--- src/rtl/spk_enc_pkg.sv ---
package spk_enc_pkg;
  localparam int unsigned BURST_LEN  = 3;
  localparam int unsigned MIN_PERIOD = 2 * BURST_LEN;

  // Spike slots sit on even phases at the head of the row period.
  function automatic logic in_burst(input int unsigned phase);
    return (phase < MIN_PERIOD) && (phase % 2 == 0);
  endfunction

  // Apply the minimum period that still fits the burst.
  function automatic int unsigned effective_period(input int unsigned req);
    return (req < MIN_PERIOD) ? MIN_PERIOD : req;
  endfunction
endpackage

--- src/rtl/spk_pattern_store.sv ---
module spk_pattern_store #(
  parameter int ROWS  = 5,
  parameter int COLS  = 5,
  parameter int ROW_W = (ROWS > 1) ? $clog2(ROWS) : 1
) (
  input  logic                 clk,
  input  logic                 rst_n,
  input  logic                 load_i,
  input  logic                 invert_i,
  input  logic [ROWS*COLS-1:0] pattern_i,
  input  logic [ROW_W-1:0]     row_idx_i,
  output logic [COLS-1:0]      row_bits_o
);
  logic [ROWS*COLS-1:0] pat_q;
  logic [COLS-1:0]      row_w [ROWS];

  always_ff @(posedge clk or negedge rst_n) begin
    if (!rst_n)      pat_q <= '0;
    else if (load_i) pat_q <= invert_i ? ~pattern_i : pattern_i;
  end

  for (genvar r = 0; r < ROWS; r++) begin : g_row
    assign row_w[r] = pat_q[r*COLS +: COLS];
  end

  assign row_bits_o = row_w[row_idx_i];
endmodule

--- src/rtl/spk_timebase.sv ---
module spk_timebase
  import spk_enc_pkg::*;
#(
  parameter int ROWS     = 5,
  parameter int PERIOD_W = 8,
  parameter int ROW_W    = (ROWS > 1) ? $clog2(ROWS) : 1
) (
  input  logic                clk,
  input  logic                rst_n,
  input  logic                start_i,
  input  logic [PERIOD_W-1:0] period_i,
  output logic                load_o,
  output logic                busy_o,
  output logic                done_o,
  output logic [ROW_W-1:0]    row_idx_o,
  output logic [PERIOD_W-1:0] phase_o,
  output logic [PERIOD_W-1:0] period_eff_o,
  output logic                row_end_o,
  output logic                scan_end_o
);
  localparam logic [ROW_W-1:0] LAST_ROW = ROW_W'(ROWS - 1);

  logic                busy_q, done_q;
  logic [ROW_W-1:0]    row_q;
  logic [PERIOD_W-1:0] phase_q, period_q;

  assign load_o     = start_i && !busy_q;
  assign row_end_o  = busy_q && (phase_q == period_q - PERIOD_W'(1));
  assign scan_end_o = row_end_o && (row_q == LAST_ROW);

  always_ff @(posedge clk or negedge rst_n) begin
    if (!rst_n) begin
      busy_q   <= 1'b0;
      done_q   <= 1'b0;
      row_q    <= '0;
      phase_q  <= '0;
      period_q <= PERIOD_W'(MIN_PERIOD);
    end else begin
      done_q <= scan_end_o;
      if (load_o) begin
        busy_q   <= 1'b1;
        row_q    <= '0;
        phase_q  <= '0;
        period_q <= PERIOD_W'(effective_period(32'(period_i)));
      end else if (busy_q) begin
        if (scan_end_o) begin
          busy_q  <= 1'b0;
          phase_q <= '0;
          row_q   <= '0;
        end else if (row_end_o) begin
          phase_q <= '0;
          row_q   <= row_q + ROW_W'(1);
        end else begin
          phase_q <= phase_q + PERIOD_W'(1);
        end
      end
    end
  end

  assign busy_o       = busy_q;
  assign done_o       = done_q;
  assign row_idx_o    = row_q;
  assign phase_o      = phase_q;
  assign period_eff_o = period_q;
endmodule

--- src/rtl/spk_burst_gen.sv ---
module spk_burst_gen
  import spk_enc_pkg::*;
#(
  parameter int COLS     = 5,
  parameter int PERIOD_W = 8
) (
  input  logic                busy_i,
  input  logic [PERIOD_W-1:0] phase_i,
  input  logic [COLS-1:0]     row_bits_i,
  output logic                fire_slot_o,
  output logic [COLS-1:0]     spike_o
);
  assign fire_slot_o = busy_i && in_burst(32'(phase_i));

  for (genvar c = 0; c < COLS; c++) begin : g_col
    assign spike_o[c] = fire_slot_o && row_bits_i[c];
  end
endmodule

--- src/rtl/spike_row_encoder.sv ---
module spike_row_encoder #(
  parameter int ROWS     = 5,
  parameter int COLS     = 5,
  parameter int PERIOD_W = 8
) (
  input  logic                 clk,
  input  logic                 rst_n,
  input  logic                 start_i,
  input  logic                 invert_i,
  input  logic [ROWS*COLS-1:0] pattern_i,
  input  logic [PERIOD_W-1:0]  period_i,
  output logic [COLS-1:0]      spike_o,
  output logic                 busy_o,
  output logic                 done_o
);
  localparam int ROW_W = (ROWS > 1) ? $clog2(ROWS) : 1;

  logic                load_w, row_end_w, scan_end_w, fire_slot_w;
  logic [ROW_W-1:0]    row_idx_w;
  logic [PERIOD_W-1:0] phase_w, period_eff_w;
  logic [COLS-1:0]     row_bits_w;

  spk_timebase #(.ROWS(ROWS), .PERIOD_W(PERIOD_W), .ROW_W(ROW_W)) u_time (
    .clk(clk), .rst_n(rst_n), .start_i(start_i), .period_i(period_i),
    .load_o(load_w), .busy_o(busy_o), .done_o(done_o),
    .row_idx_o(row_idx_w), .phase_o(phase_w), .period_eff_o(period_eff_w),
    .row_end_o(row_end_w), .scan_end_o(scan_end_w)
  );

  spk_pattern_store #(.ROWS(ROWS), .COLS(COLS), .ROW_W(ROW_W)) u_store (
    .clk(clk), .rst_n(rst_n), .load_i(load_w), .invert_i(invert_i),
    .pattern_i(pattern_i), .row_idx_i(row_idx_w), .row_bits_o(row_bits_w)
  );

  spk_burst_gen #(.COLS(COLS), .PERIOD_W(PERIOD_W)) u_burst (
    .busy_i(busy_o), .phase_i(phase_w), .row_bits_i(row_bits_w),
    .fire_slot_o(fire_slot_w), .spike_o(spike_o)
  );
endmodule

--- config.mk ---
export PLATFORM = sky130hd
export DESIGN_NAME = spike_row_encoder
export DESIGN_NICKNAME = d
export VERILOG_FILES = /design/src/rtl/spk_enc_pkg.sv /design/src/rtl/spk_pattern_store.sv /design/src/rtl/spk_timebase.sv /design/src/rtl/spk_burst_gen.sv /design/src/rtl/spike_row_encoder.sv
export SDC_FILE = /design/constraint.sdc
export NUM_CORES = 1
export LEC_CHECK = 0
export ABC_AREA = 1
export BUFFER_PORTS_ARGS = -buffer_cell sky130_fd_sc_hd__clkbuf_2
export CORE_UTILIZATION = 39
export DETAILED_ROUTE_END_ITERATION = 10
export GPL_ROUTABILITY_DRIVEN = 0
export REMOVE_ABC_BUFFERS = 1
export SYNTH_ARGS = -nofsm -noshare
export SYNTH_HDL_FRONTEND = slang
export SYNTH_SLANG_ARGS = --single-unit
export TNS_END_PERCENT = 50
--- constraint.sdc ---
create_clock -name clk -period 2.2 [get_ports clk]
set_input_delay 0.11 -clock clk [delete_from_list [all_inputs] [get_ports clk]]
set_output_delay 0.11 -clock clk [all_outputs]
set_load 0.01 [all_outputs]
==> run summary, run 1 <==
* 419 — final layout net count
* 2 — Buf+Inv Stages, Crit Path
* 25.99 ps — post-route worst hold slack
* 46 — number of register bits inferred by synthesis
* 4.906 — post-DR vias/cell
* 5 — number of buffers created by CTS
* 41.14% — worst-case headroom to the max-slew limit
* sky130_fd_sc_hd__dfrtp_1, sky130_fd_sc_hd__nand2_1, sky130_fd_sc_hd__o21ai_0, sky130_fd_sc_hd__xnor2_1, sky130_fd_sc_hd__nor2_1 — main area contributors after synthesis
* u_time.phase_o[2] — crit path from
* u_time.period_eff_o[1] — start of the worst register-to-register path
* 0 — # diodes
* 17.52% — global-route usage over all layers
* 2023 ps — final critical delay including setup and external delays
* 494.3 MHz — Highest Clock Rate
* sky130_fd_sc_hd__clkbuf_8 — clk root buf
* nand2_1, inv_1, nor4_1, nand4_1, nor3_1, clkbuf_2 — sequence of cells on the critical path
* 43.95% — fraction of the yosys area taken by sequential cells
* 2 — CTS Buffer Depth
* 6 — Crit path depth
* in -> reg — Tightest Hold Check Type
* yes — unrepaired setup endpoints after global routing
* 12.50 um — final routed wire length divided by cell count
* 280 ps — setup slack of the most critical reg-to-reg path
* 0.006422 sq mm — area of the core region
* 43 — Port Buf Inserts
* sky130_fd_sc_hd__nand2_1 — most used standard cell by instance count after synthesis
* 38.7% — power share of the combinational group
* 2926 uW — Final Power
* 42.8% — relative contribution of sequential cells to total power
* 46 — clk sinks
* u_time.phase_o[0] — endpoint of the worst register-to-register path
* 43 — largest net degree at the start of global routing
* 0 — antenna viol nets, final
* 5 — Max FO, Critical Path
* 963.5 mW/mm^2 — pwr dens
* 84.04 um — Vert. Die Dim
* 18.4% — clock network fraction of design power
* 3 — Cells on Worst Hold Path
* 1755 uW — internal power component
* 91.96% — final worst-path cycle share
* 293.7 ps — Post-Place Worst Slack
* flop — startpoint class of the critical path
* 0.3614 mV — maximum VDD drop
* 440 ps — slowest cell delay on critical path
* 0 — max-capacitance violation count
* 2093 — via count of the first global-routing pass
* 1910 ps — data arrival at the endpoint of the critical path
* 7.859 sq um — Post-Synthesis Mean Instance Area
* DRC — failing checks
* 0.002625 sq mm — netlist area before placement
* 2090 ps — required time worst endpoint
* 447 — instance count after placement with tap cells included
* 882.9 ps — Least-Margin Pin Slew
* 2237 — total vias in the final route
* 0 — number of enable-type register cells in the synthesized netlist
* output port — sort of element at the end of the critical path
* 334 — cell count after synthesis
* sky130_fd_sc_hd__dfrtp_1 — Critical Path Slowest Stage Cell
* 0 — antenna violations before repair
* 84.04 um — chip width
* 7 — DRT Pass-1 Iters
* 3 — remaining design rule violation count
* 0.001479 uW — Lkg Pwr
* 0 — pins over their slew limit
* 2 — Clock H-tree levels
* 100.0% — fraction of registers with async set or reset after synthesis
* 41.94% — top cell type's share of synthesized area
* 9.869 ps — setup skew after layout
* 456 — Layout Cells excl Fill
* period_i[6] — Worst Hold Launch
* simple AND/OR/NAND/NOR gates — Crit path max-delay family
* done — clock tree from TritonCTS
* 24 — number of library cell types mapped by synthesis
* 310 ps — Skew-Pair Late Insertion Delay
* 40.03% — Sw Ratio
* 1171 uW — net switching power
* reg -> out — Crit Path Category
* 0 — grt total ovfl
* sky130_fd_sc_hd__nand2_1, sky130_fd_sc_hd__o21ai_0, sky130_fd_sc_hd__dfrtp_1 — most common library cells after synthesis
* 15.68% — synth-to-layout area growth
* finished, violations left — status
* sky130_fd_sc_hd__dfrtp_1 — top cell type by total area after synthesis
* 90 ps — clock transition at the registers of the reported paths
* 5698 um — detailed-route wire length
* 9742 um — global-route wire length before repair
* 19.00% — share of cells above drive strength 1
* 0 — final-report setup violation count
* 44 — Ports
* u_time.period_eff_o[6] — capture endpoint of the worst hold path
* 177.0 ps — Final WS setup
* 4242 um — Final HPWL DP
* 82 — DRC violation total after the first TritonRoute iteration
* 0 — hold violation count in the final report
* sky130_fd_sc_hd__dfrtp_1 — Synth Flop Type
* 12 — R2R cell count
* 0 — number of resized instances in the post-cts repair step
* 47.28% — core utilization of the finished layout
* 29 — row cnt
* 40.87% — starting utilization of the core area
* 0 — Ys Warns
* 0.007063 sq mm — DIE AREA
## tightest hold or removal path, delay by kind of cell
kind	cells	cell delay, ps
buffers and inverters	1	90
AO/OA/AOI/OAI	1	60
AND/OR/NAND/NOR	1	50
## worst max path at each step
stage	to	slack, ps
2_1_floorplan	u_time.row_idx_o[2]	30
3_3_place_gp	u_time.phase_o[0]	350
3_5_place_dp	u_time.row_idx_o[1]	290
4_1_cts	spike_o[1]	140
5_1_grt	spike_o[1]	-50
6_report	spike_o[1]	180
## power by group through the flow
stage	Combinational [uW]	Sequential [uW]	Clock (uW)
after global routing	1300	1290	577
after detailed placement	1140	1270	0
after global placement	1140	1270	0
final	1130	1250	540
after CTS	1150	1260	547
after floorplan	836	1220	0
## per-stage QoR
stage	area [sq um]	TNS, ps
CTS	3037	0
global placement	2937	0
detailed placement	2937	0
floorplan	2575	0
finish	3037	0
global route	3037	-96.43
## final cells by class
class	instances	area [sq um]
fillers	649	3386
clock buffers	5	68.82
multi-input cells	248	1316
well taps	77	96.34
repair buffers	49	275.3
flip-flops and latches	46	1154
inverters	28	105.1
clock inverters	3	21.27
## logic make-up (layout without fill, tap and decap cells)
group           Yosys count  count (layout)  share of synthesized area [%]
flops                    46              46                          43.95
fa+ha+maj                 4               4                          1.907
buf+inv                  40              85                          5.910
compound gates           67              67                          14.01
xor+xnor                 32              32                          10.68
simple gates            145             145                          23.55
## layer usage
metal  global-route usage [%]  share of wire (%)
met1                    23.68                 49
met2                    28.39                 46
met3                    3.165                4.0
met4                    5.643                1.3
met5                        0                  0
## cell usage in the layout, fill, tap and decap left out
master / instances
sky130_fd_sc_hd__a21oi_1: 7
sky130_fd_sc_hd__buf_12: 1
sky130_fd_sc_hd__buf_4: 4
sky130_fd_sc_hd__clkbuf_2: 43
sky130_fd_sc_hd__clkbuf_8: 5
sky130_fd_sc_hd__clkinv_1: 2
sky130_fd_sc_hd__clkinv_2: 1
sky130_fd_sc_hd__clkinv_4: 1
sky130_fd_sc_hd__clkinvlp_4: 1
sky130_fd_sc_hd__dfrtp_1: 44
sky130_fd_sc_hd__dfstp_2: 2
sky130_fd_sc_hd__dlygate4sd3_1: 1
sky130_fd_sc_hd__ha_1: 4
sky130_fd_sc_hd__inv_1: 25
sky130_fd_sc_hd__inv_2: 1
sky130_fd_sc_hd__nand2_1: 77
sky130_fd_sc_hd__nand2_2: 1
sky130_fd_sc_hd__nand2_4: 1
sky130_fd_sc_hd__nand3_1: 20
sky130_fd_sc_hd__nand4_1: 4
sky130_fd_sc_hd__nor2_1: 27
sky130_fd_sc_hd__nor2_2: 6
sky130_fd_sc_hd__nor3_1: 7
sky130_fd_sc_hd__nor4_1: 2
sky130_fd_sc_hd__o21ai_0: 47
sky130_fd_sc_hd__o21ai_1: 7
sky130_fd_sc_hd__o221a_2: 5
sky130_fd_sc_hd__o22ai_1: 1
sky130_fd_sc_hd__xnor2_1: 26
sky130_fd_sc_hd__xor2_1: 6
## state kept, by name, summed over array words and instances, names as in the netlist
name,count
u_store.pat_q,25
u_time.phase_o,8
u_time.row_idx_o,3
u_time.done_o,1
u_time.busy_o,1
u_time.period_eff_o,8
## what timing repair did
item,CTS,global route
endpoints found under the hold margin,31,0
setup buffers,0,0
setup endpoints to repair,0,2
hold buffers,1,0
Note: power is estimated with default switching activity, not from simulation.
==> inputs of run 2 (changes only) <==
- PLACE_DENSITY: unset -> 0.67
==> run 2 against run 1 <==
The run still ends with DRC left. Fmax grew 3.2%. Clock power grew 15%. Sequential power is essentially flat. Sequential share of layout area shrank 0.30 points. First-iteration DRC count grew 27%. Worst hold slack is essentially flat. Via count grew 2.1%. Non-clock buffer count grew 1. Die area is the same. Combinational power is essentially flat. Power grew 3.6%. Final area grew 0.78%.
==> run summary, run 2 (same netlist as run 1, synthesis figures left out) <==
* finished, violations left — status
* DRC — failing checks
* flop — sort of element at the end of the critical path
* 25 — number of flip-flops in the largest register
* 753.3 ps — Least-Margin Pin Slew
* 550 ps — slowest cell delay on critical path
* 420 — final layout net count
* 0.007063 sq mm — DIE AREA
* inv_1, ha_1, inv_1, nand2_1, nand3_1, nand2_1, nor2_1, nand3_1, nor2_2, nand2_4, nand2_2, o21ai_1 — sequence of cells on the critical path
* 12.54 um — final routed wire length divided by cell count
* 49.78% — worst-case headroom to the max-slew limit
* 12 — R2R cell count
* sky130_fd_sc_hd__dfstp_2 — Critical Path Slowest Stage Cell
* 0 — # diodes
* 18.68% — share of cells above drive strength 1
* 26.00 ps — post-route worst hold slack
* 29 — row cnt
* 3 — Cells on Worst Hold Path
* 43 — Port Buf Inserts
* 10170 um — global-route wire length before repair
* done — clock tree from TritonCTS
* 0 — final-report setup violation count
* simple AND/OR/NAND/NOR gates — Crit path max-delay family
* 0.001154 sq mm — Storage cell area
* 4.998 — post-DR vias/cell
* 4234 um — Final HPWL DP
* 89.07% — final worst-path cycle share
* u_time.phase_o[4] — endpoint of the worst register-to-register path
* 0.006422 sq mm — area of the core region
* 1878 uW — internal power component
* 32 — largest net degree at the start of global routing
* 5731 um — detailed-route wire length
* 510.3 MHz — Highest Clock Rate
* 0 — grt total ovfl
* 2150 ps — data arrival at the endpoint of the critical path
* 0 ps — Post-Route Setup TNS
* 0.001316 sq mm — area used by multi-input combinational logic
* 2390 ps — required time worst endpoint
* 44 — Ports
* 38.03% — Sw Ratio
* 0.001489 uW — Lkg Pwr
* 650 — # fillers
* 2220 — via count of the first global-routing pass
* 2284 — total vias in the final route
* 2 — CTS Buffer Depth
* no — unrepaired setup endpoints after global routing
* 90 ps — clock transition at the registers of the reported paths
* period_i[5] — Worst Hold Launch
* 1152 uW — net switching power
* u_time.period_eff_o[1] — start of the worst register-to-register path
* 84.04 um — chip width
* sky130_fd_sc_hd__nand2_1, sky130_fd_sc_hd__o21ai_0, sky130_fd_sc_hd__dfrtp_1 — commonest non-fill, non-tap cells in the layout
* 0 — pins over their slew limit
* 104 — DRC violation total after the first TritonRoute iteration
* 990.3 mW/mm^2 — pwr dens
* 8 — Max FO, Critical Path
* 310 ps — Skew-Pair Late Insertion Delay
* 0 — antenna viol nets, final
* 0 — hold violation count in the final report
* 2 — Buf+Inv Stages, Crit Path
* 0.4505 mV — maximum VDD drop
* 0 — max-capacitance violation count
* 1960 ps — final critical delay including setup and external delays
* 38.2% — power share of the combinational group
* 18.05% — global-route usage over all layers
* u_store.pat_q — register with the highest flop count
* 46 — clk sinks
* reg -> reg — Crit Path Category
* 41.2% — relative contribution of sequential cells to total power
* 40.87% — starting utilization of the core area
* sky130_fd_sc_hd__clkbuf_8 — clk root buf
* 10.73 ps — setup skew after layout
* 240 ps — setup slack of the most critical reg-to-reg path
* 84.04 um — Vert. Die Dim
* 5 — number of buffers created by CTS
* 20.6% — clock network fraction of design power
* u_time.period_eff_o[5] — capture endpoint of the worst hold path
* sky130_fd_sc_hd__nand2_1 — most common cell after layout, fill and taps aside
* 2 — remaining design rule violation count
* 2 — Clock H-tree levels
* 7 — DRT Pass-1 Iters
* in -> reg — Tightest Hold Check Type
* flop — startpoint class of the critical path
* 0 — antenna violations before repair
* 16.59% — synth-to-layout area growth
## run 2: changes by cell type in the layout (fill, tap and decap cells not counted), sizes merged
cell,previous run,this run
clkinv,4,2
buf,5,6
clkinvlp,1,0
clkbuf,48,50
bufinv,0,1
## run 2: layout make-up
class                           instances  share of cell area (%)
Multi-Input combinational cell        248                   43.01
Inverter                               28                   3.434
Tap cell                               77                   3.148
Clock buffer                            7                   2.494
Timing Repair Buffer                   50                   9.240
Sequential cell                        46                   37.69
Clock inverter                          1                  0.9812
## run 2: how the worst max path moves through the flow
stage	start	to	depth (start not counted)	slack [ps]
3_3_place_gp	u_time.period_eff_o[1]	u_time.phase_o[0]	12	360
6_report	u_time.period_eff_o[1]	u_time.phase_o[4]	12	240
5_1_grt	u_time.period_eff_o[1]	u_time.phase_o[0]	12	60
4_1_cts	u_time.phase_o[2]	spike_o[1]	6	200
2_1_floorplan	u_time.busy_o	u_time.row_idx_o[2]	6	30
3_5_place_dp	u_time.period_eff_o[1]	u_time.phase_o[4]	12	300
## run 2: power groups by stage
| stage | logic, uW | registers [uW] | clock network (uW) |
|---|---|---|---|
| 2_1_floorplan | 836 | 1220 | 0 |
| 3_3_place_gp | 1130 | 1260 | 0 |
| 3_5_place_dp | 1150 | 1270 | 0 |
| 4_1_cts | 1160 | 1250 | 647 |
| 5_1_grt | 1330 | 1290 | 683 |
| 6_report | 1160 | 1250 | 623 |
## run 2: routing by layer
layer  wire [um]  vias to the layer above  global-route usage, %
met2        2684                       59                  29.96
met5           0                        -                      0
li1            -                     1179                      -
met1        2704                     1036                  23.63
met4          96                        0                  4.859
met3         246                       10                  4.154
## run 2: tightest hold or removal path, stage by stage
cell and delay, ps:
sky130_fd_sc_hd__clkbuf_2 90, sky130_fd_sc_hd__nand2_1 40, sky130_fd_sc_hd__o21ai_0 60
## run 2: per-stage QoR
stage / utilization (%) / cell area (sq um) / std cells / power [uW] / setup slack, ps
floorplan: - / 2575 / 322 / 2054 / 27.86
global placement: 45.72 / 2937 / 447 / 2399 / 360.4
detailed placement: 45.72 / 2937 / 447 / 2412 / 299.4
CTS: 47.54 / 3053 / 456 / 3057 / 200.3
global route: 47.65 / 3060 / 457 / 3303 / 62.08
finish: 47.65 / 3060 / 457 / 3031 / 240.4
## run 2: what timing repair did
| action | 4_1_cts | 5_1_grt |
|---|---|---|
| endpoints found under the hold margin | 22 | 0 |
| setup endpoints to repair | 0 | 3 |
| hold buffers | 1 | 0 |
| resized for setup | 0 | 0 |
| setup buffers | 0 | 1 |
==> inputs of run 3 (changes only) <==
- clock period: 2.2 -> 2.5 ns (I/O delays scaled with it)
==> run 3 against run 2 <==
The flow still finishes with violations (DRC). Largest cell class unchanged. Utilization shrank 0.45 points. Clock skew down 3.9 ps. Setup slack improved by 170 ps. Register-to-register slack gained 350 ps. Critical endpoint is now spike_o[3]. Critical path depth is 7 lower. Combinational power fell by 18%. Final cell count down 0.88%.
==> run summary, run 3 (same netlist as run 1, synthesis figures left out) <==
* finished, violations left — status
* DRC — failing checks
* 0.006422 sq mm — area of the core region
* u_store.pat_q — register with the highest flop count
* 2 — Clock H-tree levels
* 2380 ps — required time worst endpoint
* 12 — R2R cell count
* output port — sort of element at the end of the critical path
* 83.70% — final worst-path cycle share
* 10180 um — global-route wire length before repair
* 597.9 ps — Post-Place Worst Slack
* in -> reg — Tightest Hold Check Type
* 0 — # diodes
* done — clock tree from TritonCTS
* 2234 — total vias in the final route
* 2093 ps — final critical delay including setup and external delays
* reg -> out — Crit Path Category
* u_time.period_eff_o[1] — start of the worst register-to-register path
* 0 — antenna violations before repair
* 417 — final layout net count
* sky130_fd_sc_hd__nand2_1, sky130_fd_sc_hd__o21ai_0, sky130_fd_sc_hd__dfrtp_1 — commonest non-fill, non-tap cells in the layout
* 540 ps — slowest cell delay on critical path
* 1970 ps — data arrival at the endpoint of the critical path
* 46 — clk sinks
* 407.5 ps — Final WS setup
* 0.007063 sq mm — DIE AREA
* 757.9 ps — Least-Margin Pin Slew
* 90 ps — clock transition at the registers of the reported paths
* 877.3 mW/mm^2 — pwr dens
* 93 — DRC violation total after the first TritonRoute iteration
* 55 — largest net degree at the start of global routing
* 84.04 um — Vert. Die Dim
* 17.87% — global-route usage over all layers
* 3 — Cells on Worst Hold Path
* sky130_fd_sc_hd__clkbuf_8 — clk root buf
* 14 — Max FO, Critical Path
* 44 — Ports
* 6.863 ps — setup skew after layout
* 5690 um — detailed-route wire length
* 43 — Port Buf Inserts
* 47.20% — core utilization of the finished layout
* 49.47% — worst-case headroom to the max-slew limit
* 0.001476 uW — Lkg Pwr
* 0 ps — Post-Route Setup TNS
* 2 — CTS Buffer Depth
* 0 — final-report setup violation count
* 84.04 um — chip width
* 29 — row cnt
* period_i[6] — Worst Hold Launch
* u_time.period_eff_o[6] — capture endpoint of the worst hold path
* 2198 — via count of the first global-routing pass
* 0 — hold violation count in the final report
* 0 — number of resized instances in the post-cts repair step
* 12.56 um — final routed wire length divided by cell count
* u_time.phase_o[4] — endpoint of the worst register-to-register path
* 15.49% — synth-to-layout area growth
* 4029 um — Final HPWL DP
* sky130_fd_sc_hd__nand2_1 — most common cell after layout, fill and taps aside
* 25 — number of flip-flops in the largest register
* no — unrepaired setup endpoints after global routing
* 7 — DRT Pass-1 Iters
* 0.3619 mV — maximum VDD drop
* 4.932 — post-DR vias/cell
* flop — startpoint class of the critical path
* 2 — remaining design rule violation count
* 0 — antenna viol nets, final
* 300 ps — Skew-Pair Late Insertion Delay
* 0 — max-capacitance violation count
* 477.9 MHz — Highest Clock Rate
* sky130_fd_sc_hd__dfrtp_1 — Critical Path Slowest Stage Cell
* 40.87% — starting utilization of the core area
* 590 ps — setup slack of the most critical reg-to-reg path
* 5 — number of buffers created by CTS
* 18.35% — share of cells above drive strength 1
* 0 — grt total ovfl
* inv_1, nor2_1, o221a_2, nor3_1, clkbuf_2 — sequence of cells on the critical path
* 0 — pins over their slew limit
-- run 3: worst max-delay path by stage --
stage                                 startpoint  slack (ps)                  end  depth (start not counted)
after floorplan                    u_time.busy_o         330  u_time.row_idx_o[2]                          6
after global placement    u_time.period_eff_o[1]         660    u_time.phase_o[0]                         12
after detailed placement  u_time.period_eff_o[1]         600    u_time.phase_o[4]                         12
after CTS                    u_time.row_idx_o[0]         390           spike_o[3]                          5
after global routing         u_time.row_idx_o[0]         250           spike_o[4]                          5
final                        u_time.row_idx_o[0]         410           spike_o[3]                          5
-- run 3: stage by stage --
stage,area (sq um),cells,power (uW),hold slack [ps]
global route,3032,453,2895,57.12
floorplan,2575,322,1808,-170.6
CTS,3032,453,2689,45.15
global placement,2909,445,2094,251.6
detailed placement,2909,445,2108,258.8
finish,3032,453,2660,52.63
-- run 3: repair_timing --
item | in CTS | in global routing
hold buffers | 1 | 0
hold endpoints to repair | 44 | 0
setup buffers | 0 | 0
-- run 3: layout make-up --
class / count / area [sq um]
Multi-Input combinational cell: 248 / 1316
Timing Repair Buffer: 47 / 247.7
Inverter: 28 / 105.1
Sequential cell: 46 / 1154
Clock inverter: 1 / 30.03
Tap cell: 77 / 96.34
Fill cell: 668 / 3391
Clock buffer: 6 / 82.58
-- run 3: layer usage --
| layer | global-route usage, % | vias to the layer above | wire length (um) |
|---|---|---|---|
| met1 | 23.71 | 1015 | 2720 |
| met5 | 0 | - | 0 |
| met3 | 3.165 | 2 | 203 |
| li1 | - | 1172 | - |
| met4 | 3.762 | 0 | 22 |
| met2 | 30.48 | 45 | 2744 |
-- run 3: critical path, delay by kind of cell, from the launching register on --
family | cells | cell delay [ps]
AOI/OAI and AO/OA | 1 | 300
buffers and inverters | 2 | 560
DFF | 1 | 540
and+or+nand+nor | 2 | 270
-- run 3: report_power, final --
group	leakage (uW)	switching, uW	internal [uW]
Clock	0.0000573	251	320
Combinational	0.000855	541	415
Sequential	0.000563	214	918
